===== src/rtl/adc_seq_pkg.sv =====
package adc_seq_pkg;

  typedef enum logic [1:0] {
    SEQ_IDLE = 2'd0,
    SEQ_DLY  = 2'd1,
    SEQ_SH   = 2'd2,
    SEQ_GAP  = 2'd3
  } seq_state_t;

  // half-ticks from request to pulse rise
  localparam int TRIG_DLY_HT = 5;
  // half-ticks from pulse fall to next rise in repeat mode
  localparam int GAP_HT      = 4;
  // half-ticks from pulse fall to the result writes
  localparam int LAT_A_HT    = 8;
  localparam int LAT_B_HT    = 10;

endpackage


===== src/rtl/adc_halftick.sv =====
module adc_halftick #(
  parameter int HALF_DIV = 2
) (
  input  logic clk,
  input  logic rst,
  input  logic restart,
  output logic tick
);
  localparam int CW = $clog2(HALF_DIV + 1);
  localparam logic [CW-1:0] LAST = CW'(HALF_DIV - 1);

  logic [CW-1:0] div_q;

  always_ff @(posedge clk) begin
    if (rst || restart) begin
      div_q <= '0;
    end else if (div_q == LAST) begin
      div_q <= '0;
    end else begin
      div_q <= div_q + 1'b1;
    end
  end

  assign tick = (div_q == LAST);


  tick_spacing_chk: assert property (@(posedge clk) disable iff (rst)
    (tick && !restart) |=> !tick);

endmodule


===== src/rtl/adc_sh_seq.sv =====
module adc_sh_seq
  import adc_seq_pkg::*;
#(
  parameter int ACQW  = 4,
  parameter int PAIRW = 3
) (
  input  logic             clk,
  input  logic             rst,
  input  logic             tick,
  input  logic             trig_any,
  input  logic             pipe_busy,
  input  logic             cont_en,
  input  logic [PAIRW-1:0] pair_sel,
  input  logic [ACQW-1:0]  acq_sel,
  output logic             accept,
  output logic             fall_now,
  output logic             sh_o,
  output logic [PAIRW-1:0] mux_addr
);
  localparam int CNTW = ACQW + 2;
  localparam logic [CNTW-1:0] DLY_LAST = CNTW'(TRIG_DLY_HT - 1);
  localparam logic [CNTW-1:0] GAP_LAST = CNTW'(GAP_HT - 1);

  seq_state_t      state_q;
  logic [CNTW-1:0] cnt_q;
  logic [ACQW-1:0] acq_q;
  logic [CNTW-1:0] sh_last;
  logic            dly_done;
  logic            gap_done;

  // pulse spans 2*(1+A) half-ticks; last count index is 2*A+1
  assign sh_last  = CNTW'({acq_q, 1'b1});
  assign accept   = trig_any && (state_q == SEQ_IDLE) && !pipe_busy;
  assign dly_done = tick && (state_q == SEQ_DLY) && (cnt_q == DLY_LAST);
  assign fall_now = tick && (state_q == SEQ_SH)  && (cnt_q == sh_last);
  assign gap_done = tick && (state_q == SEQ_GAP) && (cnt_q == GAP_LAST);

  always_ff @(posedge clk) begin
    if (rst) begin
      state_q  <= SEQ_IDLE;
      cnt_q    <= '0;
      acq_q    <= '0;
      sh_o     <= 1'b0;
      mux_addr <= '0;
    end else begin
      unique case (state_q)
        SEQ_IDLE: begin
          if (accept) begin
            state_q  <= SEQ_DLY;
            cnt_q    <= '0;
            acq_q    <= acq_sel;
            mux_addr <= pair_sel;
          end
        end
        SEQ_DLY: begin
          if (dly_done) begin
            state_q <= SEQ_SH;
            cnt_q   <= '0;
            sh_o    <= 1'b1;
          end else if (tick) begin
            cnt_q <= cnt_q + 1'b1;
          end
        end
        SEQ_SH: begin
          if (fall_now) begin
            state_q <= SEQ_GAP;
            cnt_q   <= '0;
            sh_o    <= 1'b0;
          end else if (tick) begin
            cnt_q <= cnt_q + 1'b1;
          end
        end
        SEQ_GAP: begin
          if (gap_done) begin
            cnt_q <= '0;
            if (cont_en) begin
              state_q <= SEQ_SH;
              sh_o    <= 1'b1;
            end else begin
              state_q <= SEQ_IDLE;
            end
          end else if (tick) begin
            cnt_q <= cnt_q + 1'b1;
          end
        end
        default: state_q <= SEQ_IDLE;
      endcase
    end
  end


  sh_rise_on_tick_chk: assert property (@(posedge clk) disable iff (rst)
    $rose(sh_o) |-> $past(tick));


  acq_hold_chk: assert property (@(posedge clk) disable iff (rst)
    (sh_o && $past(sh_o)) |-> $stable(acq_q));


  addr_hold_chk: assert property (@(posedge clk) disable iff (rst)
    (state_q != SEQ_IDLE && $past(state_q) != SEQ_IDLE) |-> $stable(mux_addr));

endmodule


===== src/rtl/adc_result_pipe.sv =====
module adc_result_pipe
  import adc_seq_pkg::*;
#(
  parameter int DW = 12
) (
  input  logic          clk,
  input  logic          rst,
  input  logic          tick,
  input  logic          push,
  input  logic [DW-1:0] din_a,
  input  logic [DW-1:0] din_b,
  output logic [DW-1:0] res_a,
  output logic [DW-1:0] res_b,
  output logic          a_wr,
  output logic          b_wr,
  output logic          busy
);
  localparam int DEPTH = LAT_B_HT;
  localparam int TAP_A = LAT_A_HT - 1;
  localparam int TAP_B = LAT_B_HT - 1;

  logic [DEPTH-1:0] vld_q;
  logic [DW-1:0]    da_q [DEPTH];
  logic [DW-1:0]    db_q [DEPTH];

  always_ff @(posedge clk) begin
    if (rst) begin
      vld_q[0] <= 1'b0;
    end else if (tick) begin
      vld_q[0] <= push;
    end
  end

  always_ff @(posedge clk) begin
    if (tick) begin
      da_q[0] <= din_a;
      db_q[0] <= din_b;
    end
  end

  for (genvar g = 1; g < DEPTH; g++) begin : g_stage
    always_ff @(posedge clk) begin
      if (rst) begin
        vld_q[g] <= 1'b0;
      end else if (tick) begin
        vld_q[g] <= vld_q[g-1];
      end
    end
    always_ff @(posedge clk) begin
      if (tick) begin
        da_q[g] <= da_q[g-1];
        db_q[g] <= db_q[g-1];
      end
    end
  end

  always_ff @(posedge clk) begin
    if (rst) begin
      res_a <= '0;
      res_b <= '0;
      a_wr  <= 1'b0;
      b_wr  <= 1'b0;
    end else begin
      a_wr <= tick && vld_q[TAP_A];
      b_wr <= tick && vld_q[TAP_B];
      if (tick && vld_q[TAP_A]) res_a <= da_q[TAP_A];
      if (tick && vld_q[TAP_B]) res_b <= db_q[TAP_B];
    end
  end

  assign busy = |vld_q;


  strobe_excl_chk: assert property (@(posedge clk) disable iff (rst)
    !(a_wr && b_wr));


  a_wr_tick_chk: assert property (@(posedge clk) disable iff (rst)
    a_wr |-> $past(tick));


  a_wr_pulse_chk: assert property (@(posedge clk) disable iff (rst)
    a_wr |=> !a_wr);


  push_on_fall_chk: assert property (@(posedge clk) disable iff (rst)
    (push && tick) |=> vld_q[0]);

endmodule


===== src/rtl/adc_simul_seq.sv =====
module adc_simul_seq
  import adc_seq_pkg::*;
#(
  parameter int DW       = 12,
  parameter int ACQW     = 4,
  parameter int PAIRW    = 3,
  parameter int HALF_DIV = 2
) (
  input  logic             clk,
  input  logic             rst,
  input  logic             trig_pwm,
  input  logic             trig_sw,
  input  logic             trig_ext,
  input  logic [PAIRW-1:0] pair_sel,
  input  logic [ACQW-1:0]  acq_sel,
  input  logic             cont_en,
  input  logic [DW-1:0]    din_a,
  input  logic [DW-1:0]    din_b,
  input  logic             int_clr,
  input  logic             ovf_clr,
  output logic             sh_pulse,
  output logic [PAIRW-1:0] mux_addr,
  output logic [DW-1:0]    res_a,
  output logic [DW-1:0]    res_b,
  output logic             a_wr,
  output logic             b_wr,
  output logic             int_flag,
  output logic             ovf_flag
);
  logic trig_any;
  logic tick;
  logic accept;
  logic fall_now;
  logic pipe_busy;
  logic b_wr_d;

  assign trig_any = trig_pwm | trig_sw | trig_ext;

  adc_halftick #(
    .HALF_DIV (HALF_DIV)
  ) u_tick (
    .clk     (clk),
    .rst     (rst),
    .restart (accept),
    .tick    (tick)
  );

  adc_sh_seq #(
    .ACQW  (ACQW),
    .PAIRW (PAIRW)
  ) u_seq (
    .clk       (clk),
    .rst       (rst),
    .tick      (tick),
    .trig_any  (trig_any),
    .pipe_busy (pipe_busy),
    .cont_en   (cont_en),
    .pair_sel  (pair_sel),
    .acq_sel   (acq_sel),
    .accept    (accept),
    .fall_now  (fall_now),
    .sh_o      (sh_pulse),
    .mux_addr  (mux_addr)
  );

  adc_result_pipe #(
    .DW (DW)
  ) u_pipe (
    .clk   (clk),
    .rst   (rst),
    .tick  (tick),
    .push  (fall_now),
    .din_a (din_a),
    .din_b (din_b),
    .res_a (res_a),
    .res_b (res_b),
    .a_wr  (a_wr),
    .b_wr  (b_wr),
    .busy  (pipe_busy)
  );

  always_ff @(posedge clk) begin
    if (rst) begin
      b_wr_d   <= 1'b0;
      int_flag <= 1'b0;
      ovf_flag <= 1'b0;
    end else begin
      b_wr_d <= b_wr;
      if (b_wr_d)       int_flag <= 1'b1;
      else if (int_clr) int_flag <= 1'b0;
      if (trig_any && !accept) ovf_flag <= 1'b1;
      else if (ovf_clr)        ovf_flag <= 1'b0;
    end
  end


  int_after_b_chk: assert property (@(posedge clk) disable iff (rst)
    $rose(int_flag) |-> $past(b_wr, 2));


  ovf_cause_chk: assert property (@(posedge clk) disable iff (rst)
    $rose(ovf_flag) |-> $past(trig_any));


  no_restart_busy_chk: assert property (@(posedge clk) disable iff (rst)
    (sh_pulse && trig_any) |=> $stable(mux_addr));

endmodule


===== config.mk =====
export PLATFORM = sky130hd
export DESIGN_NAME = adc_simul_seq
export DESIGN_NICKNAME = d
export VERILOG_FILES = /design/src/rtl/adc_seq_pkg.sv /design/src/rtl/adc_halftick.sv /design/src/rtl/adc_sh_seq.sv /design/src/rtl/adc_result_pipe.sv /design/src/rtl/adc_simul_seq.sv
export SDC_FILE = /design/constraint.sdc
export NUM_CORES = 1
export LEC_CHECK = 0
export CORE_MARGIN = 3
export CORE_UTILIZATION = 30
export CTS_CLUSTER_SIZE = 40
export DETAILED_ROUTE_END_ITERATION = 10
export PLACE_DENSITY = 0.58
export SETUP_SLACK_MARGIN = 0.3
export SLEW_MARGIN = 20
export SYNTH_ARGS = -nofsm -noshare
export SYNTH_HDL_FRONTEND = slang
export SYNTH_HIERARCHICAL = 1
export SYNTH_SLANG_ARGS = --single-unit

===== constraint.sdc =====
create_clock -name clk -period 10.4 [get_ports clk]
set_clock_uncertainty 0.15 [all_clocks]
set_input_delay 2.08 -clock clk [delete_from_list [all_inputs] [get_ports clk]]
set_output_delay 2.08 -clock clk [all_outputs]
set_load 0.02 [all_outputs]

==> summary.md, run 1 <==
| Metric | Value |
|---|---|
| Slew Viols, Final | `0` |
| Leak Pwr | `0.00352 uW` |
| Sequential element share of the synthesized area | `between 80% and 90%` |
| Layout cell share with drive strength beyond 1 | `8.69%` |
| Pre-Repair DR Iteration Count | `4` |
| Startpoint Class | `register` |
| Core area | `29100 sq um` |
| Final setup viols | `0` |
| Crit path time final | `~3700 ps` |
| Vias per cell | `slightly above 4` |
| Total GRT Usage | `7.70%` |
| CP Depth | `1` |
| DP Worst Slack | `roughly 6400 ps` |
| DRC | `0` |
| Largest delay share family, worst path | `buffers and inverters` |
| Post-CTS resize count | `0` |
| Setup Buffers After CTS | `0` |
| Synthesized flop and latch total | `273` |
| Max Fclk | `0.269 GHz` |
| Number of enable flip-flop cells after synthesis | `between 200 and 250` |
| Die height | `roughly 180 microns` |
| Critical-path top delay cell | `clkdlybuf4s50_1` |
| Synthesis-to-finish area growth | `21.2%` |
| Die Area | `between 30000 and 40000 sq um` |
| H-tree depth | `1` |
| Clock transition at path regs | `60 ps` |
| Number of global-route vias before repair | `4170` |
| CP arrival | `1490 ps` |
| VDD IR-drop max | `between 0.1 and 0.15 mV` |
| Final period utilization | `between 30% and 40%` |
| Wirelength, routed | `~12000 microns` |
| Hold Path Class | `reg2reg` |
| Path depth of the worst reg2reg path | `7` |
| Clock Path Buffers | `3` |
| N_diodes | `0` |
| Hold-fix buffers, CTS | `0` |
| Slowest stage delay, CP | `just over 600 ps` |
| Worst path cell trace | `clkdlybuf4s50_1` |
| Initial core utilization | `30.9%` |
| IO buf count | `70` |
| Synth Net Count | `524` |
| Clk sinks | `approximately 270` |
| CP Max Fanout | `2` |
| Async S/R FF share, synth | `0%` |
| First-pass GRT wire length | `20400 microns` |
| IO Count | `a little over 70` |
| Post-route ant nets | `0` |
| Number of synthesis warnings | `6` |
| Worst-Margin Slew | `994 ps` |
| WP buf/inv | `1` |
| Mapped Cells | `482` |
| Final worst-path setup slack | `6680 ps` |
| Placed insts | `918` |
| WHS Path Cells | `0` |
| Final non-filler cell area | `approximately 11000 sq um` |
| Unrepaired setup endpoints after global routing | `no` |
| Slew HR | `about a third` |
| Clock root buffer master | `clkbuf_16` |
| Post-detail-place hpwl | `a little over 7000 microns` |
| Row count | `62` |
| P per Cell Area | `roughly 200 nW/um^2` |
| CTS tree | `built` |
| Main synth FF type | `edfxtp_1` |
| Synthesized area | `~9000 sq um` |
| Worst-skew pair later-pin latency | `520 ps` |
| Die X | `about 180 microns` |
| Endpoint class of the critical path | `primary output` |
| Final TNS setup | `0 ps` |
| Status | `completed` |
| Setup CP Type | `reg2out` |
| Routability cong. | `between 0.6 and 0.7` |
| Largest net degree at the start of global routing | `between 100 and 150` |
| CP required | `approximately 8200 ps` |
| Total CTS buffers | `29` |
| Iteration-0 DRC Markers | `around 250` |
| Initial antenna violation count | `0` |
| Placed Area | `10000 sq um` |
| Final hold violations | `0` |
| Drt wl/cell | `~13 microns` |
| Maxcap violations | `0` |
| Distinct cells, synth | `39` |
| Via count | `4034` |
| Non-filler instance count after layout | `971` |
| Grt ovf | `0` |
| Synthesized area per cell | `between 15 and 20 sq um` |
| Final nets | `between 600 and 700` |
-- layout by cell type (no fill, tap or decap), drive strengths merged, types with 4 or more instances in the layout --
cell type	synthesis	layout
xor2	4	4
clkbuf	3	37
mux2i	10	10
nor4	5	5
buf	17	4
clkinv	0	14
nand2	25	25
nand3	27	27
inv	7	8
edfxtp	216	216
clkdlybuf4s50	0	69
a31oi	4	4
a21oi	35	35
nand2b	5	5
dfxtp	57	57
nor2	17	17
a21bo	24	24
-- cell families (layout without fill, tap and decap cells) --
kind of cell / Yosys count / in the layout / share of synthesized area [%]
flops: 273 / 273 / 84.8
simple gates: 93 / 93 / 5.45
xor+xnor: 5 / 5 / 0.487
buf+inv: 27 / 132 / 1.99
compound gates: 71 / 71 / 5.73
fa+ha+maj: 3 / 3 / 0.417
mux: 10 / 10 / 1.11
-- cells in the mapped netlist (3+ instances only) --
cell        n  share of area [%]
nor3_1      3               0.17
xor2_1      4               0.39
nor2_1     17               0.71
clkbuf_1    3               0.13
buf_6       7               0.88
ha_1        3               0.42
nor4_2      4               0.56
nand2_1    25                1.0
nand3b_1    3               0.25
mux2i_1    10                1.1
dfxtp_1    57                 13
buf_2       8               0.45
nand3_1    27                1.5
edfxtp_1  216                 72
a21bo_1    24                2.7
nand2b_1    5               0.35
inv_1       6               0.25
a21oi_1    35                1.9
a31oi_1     4               0.28
-- report_power, final --
group,switching (uW),internal [uW],leakage (uW)
Sequential,14.6,1240,0.00246
Clock,376,510,0.000408
Combinational,47.3,25.2,0.000649
Total,438,1780,0.00352
-- cell type report --
class	instances	area [sq um]
clock buffer	37	756
clock inverter	15	72.6
fill	2672	18200
inverter	7	26.3
multi-input combinational	182	1200
sequential	273	7630
tap	384	480
timing repair buffer	73	738
-- worst register-to-register path: stages, from the launching register on --
cell	delay [ps]
dfxtp_1	620
nor4_2	410
nand3_1	120
nand2b_1	180
nand2b_1	280
inv_2	220
nor2_1	80
a21o_1	210
-- flip-flops by register name, summed over array words and instances (netlist names) --
| signal | flops |
|---|---|
| u_pipe/res_a | 12 |
| u_seq/state_q | 2 |
| b_wr_d | 1 |
| u_seq/sh_o | 1 |
| u_pipe/vld_q | 10 |
| u_pipe/da_q | 96 |
| u_pipe/res_b | 12 |
| u_seq/cnt_q | 6 |
| u_seq/mux_addr | 3 |
| u_tick/div_q | 2 |
| u_pipe/b_wr | 1 |
| u_pipe/a_wr | 1 |
| u_pipe/db_q | 120 |
| int_flag | 1 |
| ovf_flag | 1 |
| u_seq/acq_q | 4 |
-- worst paths after layout --
kind / from / endpoint / slack (ps)
setup / recovery: u_pipe/res_a[9]$_SDFFE_PP0P_ / res_a[9] / 6680
hold / removal: u_pipe/da_q[4][4]$_DFFE_PP_ / u_pipe/da_q[5][4]$_DFFE_PP_ / 260
setup reg to reg: u_pipe/vld_q[9]$_SDFFE_PP0P_ / ovf_flag$_SDFFE_PP0P_ / 8020
hold reg to reg: u_pipe/da_q[4][4]$_DFFE_PP_ / u_pipe/da_q[5][4]$_DFFE_PP_ / 260
-- metrics by stage --
step	hold WS [ps]	total power, uW	utilization [%]
5_1_grt	268	2320	37.5
2_1_floorplan	250	1340	-
3_5_place_dp	255	1350	34.5
3_3_place_gp	250	1350	34.5
4_1_cts	257	2260	37.4
6_report	262	2220	37.5
-- routing by layer --
metal / up-vias / track usage, % / routed length, microns
met3: 47 / 2.18 / 822
li1: 1979 / - / -
met5: - / 0 / 0
met4: 0 / 3.00 / 424
met2: 113 / 12.9 / 5870
met1: 1895 / 9.41 / 5290
(Power assumes the default switching activity.)
==> run 2, diff against run 1 <==
==> constraint.sdc (replaced) <==
create_clock -name clk -period 3.8 [get_ports clk]
set_clock_uncertainty 0.15 [all_clocks]
set_input_delay 0.76 -clock clk [delete_from_list [all_inputs] [get_ports clk]]
set_output_delay 0.76 -clock clk [all_outputs]
set_load 0.02 [all_outputs]
==> run 2 against run 1 <==
Worst setup slack worse by 5300 ps. Sequential power rose to 2.7 times the previous value. Routed wire length up 0.79%. Core utilization up 0.46 points. Die area unchanged. Clock power rose to 3.1 times the previous value. Flip-flop and latch count unchanged. Via count up 1.2%. Sequential share of layout area down 0.86 points. Cell area up 1.2%.
==> summary.md, run 2 (same netlist as run 1, synthesis figures left out) <==
| Metric | Value |
|---|---|
| Worst-skew pair later-pin latency | `530 ps (was 520 ps)` |
| Die height | `179 microns (unchanged)` |
| DRC | `0 (unchanged)` |
| WHS Path Cells | `0 (unchanged)` |
| Post-route ant nets | `0 (unchanged)` |
| Synthesis-to-finish area growth | `22.7% (was 21.2%)` |
| Final nets | `608 (unchanged)` |
| Crit path time final | `roughly 2400 ps` |
| Final period utilization | `between 60% and 70%` |
| Via count | `4083 (was 4034)` |
| Clock root buffer master | `clkbuf_16 (unchanged)` |
| First-pass GRT wire length | `20300 microns (was 20400 microns)` |
| Vias per cell | `4.20 (was 4.15)` |
| Status | `completed (unchanged)` |
| Commonest non-fill, non-tap cell in the layout | `edfxtp_1 (unchanged)` |
| Most frequent cells in the layout | `edfxtp_1, clkdlybuf4s50_1, dfxtp_1, a21oi_1, clkbuf_16 (unchanged)` |
| Startpoint Class | `register (unchanged)` |
| Largest net degree at the start of global routing | `229 (was 103)` |
| Iteration-0 DRC Markers | `341 (was 251)` |
| IO Count | `71 (unchanged)` |
| CTS tree | `built (unchanged)` |
| Endpoint class of the critical path | `register (was primary output)` |
| VDD IR-drop max | `0.281 mV (was 0.114 mV)` |
| P per Cell Area | `582 nW/um^2 (was 203 nW/um^2)` |
| Final setup viols | `0 (unchanged)` |
| Setup Buffers After CTS | `0 (unchanged)` |
| FF/Latch Area | `7630 sq um (unchanged)` |
| Post-detail-place hpwl | `6990 microns (was 7110 microns)` |
| Core area | `29100 sq um (unchanged)` |
| Unrepaired setup endpoints after global routing | `no (unchanged)` |
| Total GRT Usage | `7.76% (was 7.70%)` |
| Drt wl/cell | `12.9 microns (was 12.8 microns)` |
| IO buf count | `70 (unchanged)` |
| Total CTS buffers | `29 (unchanged)` |
| Max Fclk | `0.414 GHz` |
| Routability cong. | `0.695 (was 0.697)` |
| Clock Path Buffers | `3 (unchanged)` |
| WHS | `254 ps (was 262 ps)` |
| Largest register FFs | `120 (unchanged)` |
| CP Max Fanout | `27 (was 2)` |
| Biggest regs | `u_pipe/db_q x120, u_pipe/da_q x96 (unchanged)` |
| Slew HR | `33.9% (was 33.7%)` |
| Area of the multi-input gates | `1200 sq um (unchanged)` |
| Pre-Repair DR Iteration Count | `4 (unchanged)` |
| Clk sinks | `273 (unchanged)` |
| Layout cell share with drive strength beyond 1 | `8.84% (was 8.69%)` |
| H-tree depth | `1 (unchanged)` |
| Maxcap violations | `0 (unchanged)` |
| Setup CP Type | `reg2reg (was reg2out)` |
| Slew Viols, Final | `0 (unchanged)` |
| Clock transition at path regs | `60 ps (about the same)` |
| Final TNS setup | `0 ps (unchanged)` |
| Row count | `62 (unchanged)` |
| Final hold violations | `0 (unchanged)` |
| Leak Pwr | `0.00358 uW (was 0.00352 uW)` |
| Hold-fix buffers, CTS | `0 (unchanged)` |
| Die Area | `32100 sq um (unchanged)` |
| Grt ovf | `0 (unchanged)` |
| Most flops, register | `u_pipe/db_q (unchanged)` |
| Post-CTS resize count | `0 (unchanged)` |
| Die X | `179 microns (unchanged)` |
| Number of global-route vias before repair | `4117 (was 4170)` |
| Initial core utilization | `30.9% (unchanged)` |
| Filler cells | `2647 (was 2672)` |
| CP required | `4080 ps (was 8170 ps)` |
| Hold Path Class | `reg2reg (unchanged)` |
| Wirelength, routed | `12500 microns (was 12400 microns)` |
| Path depth of the worst reg2reg path | `7 (unchanged)` |
| Worst-Margin Slew | `990 ps (was 994 ps)` |
| CP arrival | `2690 ps (was 1490 ps)` |
| Initial antenna violation count | `0 (unchanged)` |
| N_diodes | `0 (unchanged)` |
[run 2: per-stage QoR]
| stage | std cells | power (uW) | cell area, sq um | utilization, % | worst slack, ps |
|---|---|---|---|---|---|
| 3_3_place_gp | 918 | 3690 | 10100 | 34.6 | 1200 |
| 5_1_grt | 972 | 6700 | 11000 | 37.9 | 1210 |
| 4_1_cts | 971 | 6540 | 11000 | 37.8 | 1340 |
| 3_5_place_dp | 918 | 3710 | 10100 | 34.6 | 1070 |
| 2_1_floorplan | 482 | 3630 | 9010 | - | 302 |
| 6_report | 972 | 6420 | 11000 | 37.9 | 1380 |
[run 2: power by group]
| group | switching (uW) | internal, uW | total [uW] |
|---|---|---|---|
| clock | 1040 | 1730 | 2770 |
| sequential | 39.1 | 3410 | 3440 |
| combinational | 131 | 70.9 | 202 |
| total | 1210 | 5210 | 6420 |
[run 2: routing by layer]
metal / up-vias / global-route usage [%] / share of wire (%)
met5: - / 0 / 0
met4: 0 / 3.22 / 3.8
met3: 42 / 2.50 / 7.0
met2: 121 / 12.6 / 47
met1: 1935 / 9.57 / 42
li1: 1985 / - / -
[run 2: worst max-delay path: stages, from the launching register on]
cell      delay (ps)
dfxtp_1          620
nor4_2           410
nand3_1          120
nand2b_1         190
nand2b_1         300
inv_2            240
nor2_1            70
a21o_1           210
[run 2: path summary, 6_finish.rpt]
kind / startpoint / end / slack (ps)
max: u_pipe/vld_q[9]$_SDFFE_PP0P_ / ovf_flag$_SDFFE_PP0P_ / 1380
min: u_pipe/db_q[5][0]$_DFFE_PP_ / u_pipe/db_q[6][0]$_DFFE_PP_ / 250
max reg2reg: u_pipe/vld_q[9]$_SDFFE_PP0P_ / ovf_flag$_SDFFE_PP0P_ / 1380
min reg2reg: u_pipe/db_q[5][0]$_DFFE_PP_ / u_pipe/db_q[6][0]$_DFFE_PP_ / 250
[run 2: final cells by class]
type | count | share of cell area, %
Clock buffer | 38 | 6.88
Clock inverter | 15 | 1.73
Inverter | 7 | 0.238
Multi-Input combinational cell | 182 | 10.9
Sequential cell | 273 | 69.1
Tap cell | 384 | 4.35
Timing Repair Buffer | 73 | 6.80
==> run 3, diff against run 2 <==
--- a/config.mk
+++ b/config.mk
@@ -9,7 +9,7 @@
 export CORE_UTILIZATION = 30
 export CTS_CLUSTER_SIZE = 40
 export DETAILED_ROUTE_END_ITERATION = 10
-export PLACE_DENSITY = 0.58
+export PLACE_DENSITY = 0.59
 export SETUP_SLACK_MARGIN = 0.3
 export SLEW_MARGIN = 20
 export SYNTH_ARGS = -nofsm -noshare
==> constraint.sdc (replaced) <==
create_clock -name clk -period 2 [get_ports clk]
set_clock_uncertainty 0.15 [all_clocks]
set_input_delay 0.4 -clock clk [delete_from_list [all_inputs] [get_ports clk]]
set_output_delay 0.4 -clock clk [all_outputs]
set_load 0.02 [all_outputs]
==> run 3 against run 2 <==
Combinational power is 140% higher. Sequential power increased by 90%. Total power is 91% higher. Flip-flop and latch count did not move. Register-to-register slack got worse by 1200 ps. Largest cell class unchanged.
==> summary.md, run 3 (same netlist as run 1, synthesis figures left out) <==
| Metric | Value |
|---|---|
| Status | `completed (unchanged)` |
| Clock root buffer master | `clkbuf_16 (unchanged)` |
| Core area | `29100 sq um (unchanged)` |
| Die Area | `32100 sq um (unchanged)` |
| Grt ovf | `0 (unchanged)` |
| N_diodes | `0 (unchanged)` |
| Layout cell share with drive strength beyond 1 | `22.7% (was 8.84%)` |
| Slew HR | `75.6% (was 33.9%)` |
| Total CTS buffers | `28 (was 29)` |
| Post-route ant nets | `0 (unchanged)` |
| Path depth of the worst reg2reg path | `6 (was 7)` |
| Initial antenna violation count | `0 (unchanged)` |
| Min-Delay Endpoint | `u_seq/state_q[1]$_SDFFE_PP0P_ (was u_pipe/db_q[6][0]$_DFFE_PP_)` |
| P per Cell Area | `1080 nW/um^2 (was 582 nW/um^2)` |
| Die X | `179 microns (unchanged)` |
| IO buf count | `70 (unchanged)` |
| NetSw | `2330 uW (was 1210 uW)` |
| Largest net degree at the start of global routing | `71 (was 229)` |
| Slowest stage delay, CP | `360 ps (was 620 ps)` |
| Combinational share of power | `4.0% (was 3.2%)` |
| Largest register FFs | `120 (unchanged)` |
| Final non-filler cell area | `11300 sq um (was 11000 sq um)` |
| Setup CP Type | `reg2reg (unchanged)` |
| CTS tree | `built (unchanged)` |
| CP Max Fanout | `8 (was 27)` |
| Commonest non-fill, non-tap cell in the layout | `edfxtp_1 (unchanged)` |
| Clock transition at path regs | `60 ps (about the same)` |
| Worst-Margin Slew | `367 ps (was 990 ps)` |
| Worst R2R Start | `u_tick/div_q[0]$_SDFF_PP0_ (was u_pipe/vld_q[9]$_SDFFE_PP0P_)` |
| VDD IR-drop max | `0.547 mV (was 0.281 mV)` |
| Leak Pwr | `0.00383 uW (was 0.00358 uW)` |
| Via count | `4140 (was 4083)` |
| Drt wl/cell | `13.1 microns (was 12.9 microns)` |
| Pre-Repair DR Iteration Count | `5 (was 4)` |
| Wirelength, routed | `13100 microns (was 12500 microns)` |
| Placed Area | `10200 sq um (was 10100 sq um)` |
| Sequential share of power | `53.3% (was 53.7%)` |
| CP required | `2240 ps (was 4080 ps)` |
| Synthesis-to-finish area growth | `25.9% (was 22.7%)` |
| Biggest regs | `u_pipe/db_q x120, u_pipe/da_q x96 (unchanged)` |
| Min-delay src | `rst (was u_pipe/db_q[5][0]$_DFFE_PP_)` |
| Worst path cell trace | `ha_4, nand2_4, nor4b_4, a211oi_4, a31oi_1, a31oi_1 (was nor4_2, nand3_1, nand2b_1, nand2b_1, inv_2, nor2_1, a21o_1)` |
| Die height | `179 microns (unchanged)` |
| Startpoint Class | `register (unchanged)` |
| Unrepaired setup endpoints after global routing | `yes (was no)` |
| Filler cells | `2641 (was 2647)` |
| WHS Path Cells | `3 (was 0)` |
| CP arrival | `2010 ps (was 2690 ps)` |
| Maxcap violations | `0 (unchanged)` |
| Worst R2R End | `u_seq/cnt_q[2]$_SDFFE_PP0N_ (was ovf_flag$_SDFFE_PP0P_)` |
| Vias per cell | `4.15 (was 4.20)` |
| Endpoint class of the critical path | `register (unchanged)` |
| Clock Path Buffers | `3 (unchanged)` |
| Most flops, register | `u_pipe/db_q (unchanged)` |
| Critical-path top delay cell | `dfxtp_2 (was dfxtp_1)` |
| H-tree depth | `1 (unchanged)` |
| Final nets | `633 (was 608)` |
| Initial core utilization | `30.9% (unchanged)` |
| Slew Viols, Final | `0 (unchanged)` |
| Final hold violations | `0 (unchanged)` |
| Crit path time final | `1770 ps (was 2420 ps)` |
| Most frequent CP cell | `a31oi_1 (was nand2b_1)` |
| Pint | `9940 uW (was 5210 uW)` |
| First-pass GRT wire length | `20500 microns (was 20300 microns)` |
| Worst-skew pair later-pin latency | `520 ps (was 530 ps)` |
| Row count | `62 (unchanged)` |
| Routability cong. | `0.713 (was 0.695)` |
| Critical path startpoint | `u_tick/div_q[0]$_SDFF_PP0_ (was u_pipe/vld_q[9]$_SDFFE_PP0P_)` |
| Register-to-Register Setup Slack | `230 ps (was 1380 ps)` |
| Iteration-0 DRC Markers | `279 (was 341)` |
| Clk sinks | `273 (unchanged)` |
| Clock share of power | `42.7% (was 43.2%)` |
| Post-detail-place hpwl | `7710 microns (was 6990 microns)` |
| Max Fclk | `0.563 GHz (was 0.414 GHz)` |
| IO Count | `71 (unchanged)` |
| Final setup viols | `0 (unchanged)` |
| Number of global-route vias before repair | `4266 (was 4117)` |
| Hold Path Class | `in2reg (was reg2reg)` |
| Sw Share | `19.0% (was 18.8%)` |
| Total GRT Usage | `7.84% (was 7.76%)` |
| DRC | `0 (unchanged)` |
| Most frequent cells in the layout | `edfxtp_1, dfxtp_1, clkdlybuf4s50_1, a21oi_1, buf_2 (was edfxtp_1, clkdlybuf4s50_1, dfxtp_1, a21oi_1, clkbuf_16)` |
| Tot Pwr | `12300 uW (was 6420 uW)` |
| Final period utilization | `88.7% (was 63.6%)` |
-- run 3: repair_timing --
item	4_1_cts	5_1_grt
setup endpoints to repair	77	114
resized for setup	135	27
hold endpoints to repair	1	0
buffers inserted	5	8
cloned	0	1
hold buffers	2	0
pin swaps	7	9
-- run 3: cell type report --
cell class / instances / area, sq um / share of cell area (%)
clock inverters: 19 / 216 / 1.91
flip-flops and latches: 273 / 7650 / 67.6
repair buffers: 99 / 878 / 7.76
clock buffers: 33 / 741 / 6.54
inverters: 7 / 33.8 / 0.298
well taps: 384 / 480 / 4.24
multi-input cells: 182 / 1320 / 11.7
-- run 3: power groups by stage --
stage,logic (uW),clock network [uW],registers (uW)
global route,530,5690,6560
detailed placement,428,0,6660
finish,489,5240,6540
global placement,399,0,6650
floorplan,254,0,6660
CTS,449,5420,6550
-- run 3: worst max-delay path by stage --
stage | endpoint | depth (start not counted)
4_1_cts | u_pipe/res_b[10]$_SDFFE_PP0P_ | 5
5_1_grt | u_seq/cnt_q[2]$_SDFFE_PP0N_ | 7
6_report | u_seq/cnt_q[2]$_SDFFE_PP0N_ | 6
3_5_place_dp | u_tick/div_q[0]$_SDFF_PP0_ | 6
2_1_floorplan | u_seq/cnt_q[2]$_SDFFE_PP0N_ | 8
3_3_place_gp | u_tick/div_q[0]$_SDFF_PP0_ | 6
-- run 3: worst max-delay path: cells and delay by family (launching register included) --
family          cells  cell delay (ps)
compound gates      3              470
simple gates        2              410
flops               1              360
fa+ha+maj           1              250
-- run 3: layer usage --
layer,track usage (%),part of all wire [%],vias up
li1,-,-,2028
met1,9.41,43,1953
met2,13.1,47,126
met3,2.48,7.2,33
met4,3.13,2.6,0
met5,0,0,-
-- run 3: per-stage QoR --
stage                     cells  hold WS (ps)  TNS, ps  setup slack, ps  utilization [%]
after floorplan             482           250  -158640            -1420                -
after global placement      929           251    -8.82            -8.82             35.2
after detailed placement    929           255     -333            -86.9             35.2
after CTS                   988           159        0              236             38.6
after global routing        997           186        0              128             38.9
final                       997           198        0              225             38.9
